==> src/rtl/msr_pkg.sv <==
package msr_pkg;
    localparam int unsigned LINE_CNT    = 4;
    // line index inside each nibble (bit n of level and of delta)
    localparam int unsigned BIT_CLRSEND = 0;
    localparam int unsigned BIT_SETRDY  = 1;
    localparam int unsigned BIT_RING    = 2;
    localparam int unsigned BIT_CARRIER = 3;
    // modem-control bit positions
    localparam int unsigned CTL_W       = 5;
    localparam int unsigned CTL_TREADY  = 0;
    localparam int unsigned CTL_REQSEND = 1;
    localparam int unsigned CTL_AUX1    = 2;
    localparam int unsigned CTL_AUX2    = 3;
    localparam int unsigned CTL_LOOP    = 4;

    typedef logic [LINE_CNT-1:0] line_vec_t;

    typedef struct packed {
        line_vec_t level;
        line_vec_t delta;
    } msr_state_t;
endpackage

==> src/rtl/msr_sync.sv <==
module msr_sync #(
    parameter int unsigned WIDTH  = 4,
    parameter int unsigned STAGES = 2
) (
    input  logic             clk_i,
    input  logic             rst_ni,
    input  logic [WIDTH-1:0] async_i,
    output logic [WIDTH-1:0] sync_o
);
    logic [STAGES-1:0][WIDTH-1:0] stage_d, stage_q;

    always_comb begin
        stage_d[0] = async_i;
        for (int i = 1; i < STAGES; i++) begin
            stage_d[i] = stage_q[i-1];
        end
    end

    always_ff @(posedge clk_i or negedge rst_ni) begin
        if (!rst_ni) stage_q <= '0;
        else         stage_q <= stage_d;
    end

    assign sync_o = stage_q[STAGES-1];
endmodule

==> src/rtl/msr_src_mux.sv <==
module msr_src_mux
    import msr_pkg::*;
(
    input  line_vec_t        pin_lvl_i,
    input  logic [CTL_W-1:0] mctl_i,
    output line_vec_t        src_o
);
    always_comb begin
        if (mctl_i[CTL_LOOP]) begin
            src_o[BIT_CARRIER] = mctl_i[CTL_AUX2];
            src_o[BIT_RING]    = mctl_i[CTL_AUX1];
            src_o[BIT_SETRDY]  = mctl_i[CTL_TREADY];
            src_o[BIT_CLRSEND] = mctl_i[CTL_REQSEND];
        end else begin
            src_o = pin_lvl_i;
        end
    end
endmodule

==> src/rtl/msr_delta.sv <==
module msr_delta
    import msr_pkg::*;
(
    input  logic       clk_i,
    input  logic       rst_ni,
    input  line_vec_t  src_i,
    input  logic       clr_i,
    output msr_state_t state_o
);
    msr_state_t state_d, state_q;
    line_vec_t  set_d;

    always_comb begin
        set_d           = src_i ^ state_q.level;
        set_d[BIT_RING] = state_q.level[BIT_RING] & ~src_i[BIT_RING];
        state_d.level   = src_i;
        state_d.delta   = (clr_i ? '0 : state_q.delta) | set_d;
    end

    always_ff @(posedge clk_i or negedge rst_ni) begin
        if (!rst_ni) state_q <= '0;
        else         state_q <= state_d;
    end

    assign state_o = state_q;

    // any level change of carrier/set-ready/clear-send leaves its flag set
    p_edge_set_r3: assert property (@(posedge clk_i) disable iff (!rst_ni)
        (state_q.level[BIT_CARRIER] != $past(state_q.level[BIT_CARRIER]))
        |-> state_q.delta[BIT_CARRIER]);

    // a rising ring level never creates the ring flag
    p_ring_rise_r4: assert property (@(posedge clk_i) disable iff (!rst_ni)
        ($rose(state_q.level[BIT_RING]) && !$past(state_q.delta[BIT_RING]))
        |-> !state_q.delta[BIT_RING]);

    // a clear with no coincident change empties the flags
    p_read_clear_r5: assert property (@(posedge clk_i) disable iff (!rst_ni)
        ($past(clr_i) && state_q.level == $past(state_q.level))
        |-> state_q.delta == '0);

    // without a clear, flags are sticky
    p_sticky_r5: assert property (@(posedge clk_i) disable iff (!rst_ni)
        !$past(clr_i) |-> ((state_q.delta & $past(state_q.delta)) == $past(state_q.delta)));

    // change on the clearing edge still wins
    p_set_wins_r8: assert property (@(posedge clk_i) disable iff (!rst_ni)
        ($past(clr_i) && state_q.level[BIT_CLRSEND] != $past(state_q.level[BIT_CLRSEND]))
        |-> state_q.delta[BIT_CLRSEND]);
endmodule

==> src/rtl/modem_stat_reg.sv <==
module modem_stat_reg
    import msr_pkg::*;
#(
    parameter int unsigned ADDR_W      = 3,
    parameter int unsigned REG_ADDR    = 6,
    parameter int unsigned SYNC_STAGES = 2
) (
    input  logic              clk_i,
    input  logic              rst_ni,
    input  logic              carrier_i,
    input  logic              ring_i,
    input  logic              setrdy_i,
    input  logic              clrsend_i,
    input  logic [CTL_W-1:0]  mctl_i,
    input  logic              rd_en_i,
    input  logic [ADDR_W-1:0] rd_addr_i,
    output logic [7:0]        rd_data_o,
    output logic              irq_o
);
    localparam logic [ADDR_W-1:0] HIT_ADDR = ADDR_W'(REG_ADDR);

    line_vec_t  pin_raw, pin_sync, src_lvl;
    msr_state_t stat;
    logic       rd_hit;

    always_comb begin
        pin_raw              = '0;
        pin_raw[BIT_CARRIER] = carrier_i;
        pin_raw[BIT_RING]    = ring_i;
        pin_raw[BIT_SETRDY]  = setrdy_i;
        pin_raw[BIT_CLRSEND] = clrsend_i;
    end

    msr_sync #(.WIDTH(LINE_CNT), .STAGES(SYNC_STAGES)) sync_i (
        .clk_i   (clk_i),
        .rst_ni  (rst_ni),
        .async_i (pin_raw),
        .sync_o  (pin_sync)
    );

    msr_src_mux mux_i (
        .pin_lvl_i (pin_sync),
        .mctl_i    (mctl_i),
        .src_o     (src_lvl)
    );

    assign rd_hit = rd_en_i && (rd_addr_i == HIT_ADDR);

    msr_delta delta_i (
        .clk_i   (clk_i),
        .rst_ni  (rst_ni),
        .src_i   (src_lvl),
        .clr_i   (rd_hit),
        .state_o (stat)
    );

    assign rd_data_o = rd_hit ? {stat.level, stat.delta} : 8'h00;
    assign irq_o     = |stat.delta;

    // interrupt agrees with the flags the host reads
    p_irq_match_r6: assert property (@(posedge clk_i) disable iff (!rst_ni)
        rd_hit |-> (irq_o == (rd_data_o[3:0] != 4'h0)));

    // loopback levels follow the control bits one edge later
    p_loop_map_r7: assert property (@(posedge clk_i) disable iff (!rst_ni)
        mctl_i[CTL_LOOP] |=>
            (stat.level[BIT_CARRIER] == $past(mctl_i[CTL_AUX2]))   &&
            (stat.level[BIT_RING]    == $past(mctl_i[CTL_AUX1]))   &&
            (stat.level[BIT_SETRDY]  == $past(mctl_i[CTL_TREADY])) &&
            (stat.level[BIT_CLRSEND] == $past(mctl_i[CTL_REQSEND])));
endmodule

==> config.mk <==
export PLATFORM = sky130hd
export DESIGN_NAME = modem_stat_reg
export DESIGN_NICKNAME = d
export VERILOG_FILES = /design/src/rtl/msr_pkg.sv /design/src/rtl/msr_sync.sv /design/src/rtl/msr_src_mux.sv /design/src/rtl/msr_delta.sv /design/src/rtl/modem_stat_reg.sv
export SDC_FILE = /design/constraint.sdc
export NUM_CORES = 1
export LEC_CHECK = 0
export BUFFER_PORTS_ARGS = -buffer_cell sky130_fd_sc_hd__buf_2
export CORE_MARGIN = 2
export CORE_UTILIZATION = 44
export DETAILED_ROUTE_END_ITERATION = 8
export PLACE_DENSITY = 0.74
export SLEW_MARGIN = 20
export SYNTH_ARGS = -nofsm -noshare
export SYNTH_HDL_FRONTEND = slang
export SYNTH_SLANG_ARGS = --single-unit
==> constraint.sdc <==
create_clock -name clk_i -period 1.3 [get_ports clk_i]
set_input_delay 0.26 -clock clk_i [delete_from_list [all_inputs] [get_ports clk_i]]
set_output_delay 0.26 -clock clk_i [all_outputs]
set_load 0.01 [all_outputs]
==> run metrics <==
count leader, synth=sky130_fd_sc_hd__dfrtp_1; setup slack after layout=-285 ps; via count of the first global-routing pass=359; max-capacitance violation count=0; antenna violations before repair=0; total length of routed wires=928 um; Diodes inserted=0; compound-cell area share of the yosys netlist=less than 1%; Crit Reg-Reg Startpoint=sync_i.sync_o[0]; Crit. End Element=output port; synth top area cells=sky130_fd_sc_hd__dfrtp_1 69%, sky130_fd_sc_hd__mux2_2 7.8%, sky130_fd_sc_hd__and2_1 7.5%; violated checks=setup timing; starting utilization of the core area=a little under half; unrepaired setup endpoints after global routing=true; static leakage power=between 0.4 and 0.5 nW; cell taking the most area after synthesis=sky130_fd_sc_hd__dfrtp_1; root cell of the clock tree=sky130_fd_sc_hd__clkbuf_4; Max Clock Skew=0.406 ps; min cycle time layout=between 1500 and 2000 ps; Avg Cell Area, Syn=roughly 14 sq um; # nets final=approximately 90; crit start category=register; setup violators final=2; count of unique library cells instantiated by Yosys=11; post-synthesis cell count=between 40 and 50; first-pass iteration count of the detailed router=2; wire length of the first global-routing pass=around 1.4 mm; number of I/O port buffers=23; Worst EP arrival=1330 ps; CTS tree=yes; Syn Nets=58; die footprint=about 1600 sq um; total number of vias=about 420; HPWL after detailed placement=around 710 um; worst hold path class=input pin to register; total core area=approximately 1300 sq um; upper clock frequency limit=between 0.6 and 0.7 GHz; worst vdd ir=0.853 mV; Ports=24; GR Util All Layers=13.8%; relative slew slack=~77%; worst hold stages=1; share of layout cells above drive strength 1=between 40% and 50%; cts bufs inserted=3; max-slew violations=0; multiplexer share of the synthesized area=under 10%; top cell type's share of synthesized area=69.0%; width of the die=40.3 um; worst-skew pair later-pin latency=approximately 270 ps; Post-Synth XOR/XNOR Area=under 10%; height of the chip=slightly above 40 um; synthesized-area fraction occupied by adder cells=0%; cell count after placement=a little over 80; end-of-flow core utilization=~64%; flip-flop cell with the highest count after synthesis=sky130_fd_sc_hd__dfrtp_1; Worst Max-Slew Pin Slew=338 ps; Worst Hold Slack=87.3 ps; maximum clock insertion buffer count=2; total grt overflow=0; post-synthesis instance area=581 sq um; CTS H-tree depth=1; Multi-input gate area=181 sq um; number of warnings reported in the yosys synthesis log=0; synthesized-area fraction occupied by and/or/nand/nor cells=between 15 and 20%; async set or reset register ratio after synthesis=100%; DRC viols=0; Worst Reg2Reg Path Length in Cells=3; pin count of the biggest net entering global routing=17; FF-to-FF setup slack=350 ps; largest fanout of any net on the critical path=2; layout overhead on the synthesized area=39.9%; fillcell total=roughly 110; top cell types by occurrence after synthesis=16 x sky130_fd_sc_hd__dfrtp_1, 7 x sky130_fd_sc_hd__and2_1, 7 x sky130_fd_sc_hd__nand2_1; data required time at the worst endpoint=about 1000 ps; ratio of final minimum period to clock period=122%; start point of the worst min-delay path=clrsend_i; via density per instance=4.71; share of synthesized area occupied by flip-flops and latches=just under 70%; remaining number of nets flagged by the antenna check after routing=0; P per Cell Area=around 1200 nW/um^2; largest family of logic cells by synthesized area=simple AND/OR/NAND/NOR gates; average wire per standard cell=10.3 um; setup tns final=-384 ps; worst hold endpoint=sync_i.stage_d[4]; GPL Wtd Cong=between 0.6 and 0.7; CTS sink cnt=16; overall power=~0.95 mW; number of DRC markers after the initial detailed-route iteration=1; clock transition at the register clock pins on the worst setup and hold paths after CTS=80 ps; reg-to-reg critical path endpoint=delta_i.state_o[0]; Final Instance Count excl. Fillers=90; Storage cell area=400 sq um; total number of placement rows=13; startpoint-to-endpoint class of the critical path=register to output port; count of flip-flops with a built-in enable after synthesis=0; outcome=finished with violations; synthesized flop and latch total=16; number of hold violations in the final report=0
[report_power, final]
part | leakage, nW | switching [mW] | internal (mW) | total [mW]
clock | 0.0210 | 0.138 | 0.170 | 0.308
sequential | 0.177 | 0.0129 | 0.528 | 0.541
combinational | 0.216 | 0.0424 | 0.0581 | 0.101
total | 0.414 | 0.193 | 0.756 | 0.949
[worst max path at each step]
| stage | slack, ps | cells after the start | startpoint | end |
|---|---|---|---|---|
| 3_3_place_gp | 40 | 2 | delta_i.state_o[1] | irq_o |
| 2_1_floorplan | 110 | 1 | delta_i.state_o[1] | irq_o |
| 5_1_grt | -340 | 2 | delta_i.state_o[1] | irq_o |
| 4_1_cts | -290 | 2 | delta_i.state_o[1] | irq_o |
| 3_5_place_dp | 5 | 2 | delta_i.state_o[1] | irq_o |
| 6_report | -290 | 2 | delta_i.state_o[0] | irq_o |
[flip-flops by register name, indices dropped and copies added (netlist names)]
signal           cells
sync_i.sync_o        4
sync_i.stage_d       4
delta_i.state_o      8
[final cells by class]
type | count | area share [%]
inverter | 1 | 0.462
clock buffer | 4 | 4.47
sequential | 16 | 49.3
timing repair buffer | 28 | 21.1
tap | 15 | 2.31
multi-input combinational | 26 | 22.3
[metal layers]
metal	vias up	share of wire [%]	global-route usage, %
li1	205	-	-
met4	0	0.86	10.0
met1	198	39	12.9
met5	-	0	0
met3	2	6.6	3.33
met2	19	53	25.4
[cells in the final DEF (no fill, tap or decap)]
cell,count
sky130_fd_sc_hd__and4b_1,1
sky130_fd_sc_hd__nor2_1,1
sky130_fd_sc_hd__and2_1,5
sky130_fd_sc_hd__or4_1,1
sky130_fd_sc_hd__mux2_2,4
sky130_fd_sc_hd__xnor2_1,3
sky130_fd_sc_hd__dfrtp_1,16
sky130_fd_sc_hd__inv_1,1
sky130_fd_sc_hd__buf_6,3
sky130_fd_sc_hd__clkbuf_8,1
sky130_fd_sc_hd__nand4b_1,1
sky130_fd_sc_hd__buf_4,3
sky130_fd_sc_hd__and2_4,2
sky130_fd_sc_hd__dlygate4sd3_1,1
sky130_fd_sc_hd__buf_2,21
sky130_fd_sc_hd__clkbuf_4,3
sky130_fd_sc_hd__o21ai_0,1
sky130_fd_sc_hd__nand2_1,7
[critical path, cell delays in order (launching register included)]
cell and delay [ps]:
sky130_fd_sc_hd__dfrtp_1 390, sky130_fd_sc_hd__or4_1 510, sky130_fd_sc_hd__buf_2 160
[timing repair]
item / 4_1_cts / 5_1_grt
hold buffers: 1 / 0
setup buffers: 2 / 2
endpoints found under the setup margin: 1 / 3
endpoints found under the hold margin: 16 / 0
resized for setup: 0 / 6
[cells by family after synthesis]
group / Yosys count
xor gates and xnor gates: 3
DFF: 16
AOI/OAI and AO/OA: 1
and+or+nand+nor: 18
muxes: 4
buffers and inverters: 1
[stage by stage]
step	setup WS (ps)	instance area [sq um]
2_1_floorplan	112	581
3_3_place_gp	35.5	722
3_5_place_dp	4.86	722
4_1_cts	-289	783
5_1_grt	-343	812
6_report	-285	812
Power figures use the tool's default switching activity.
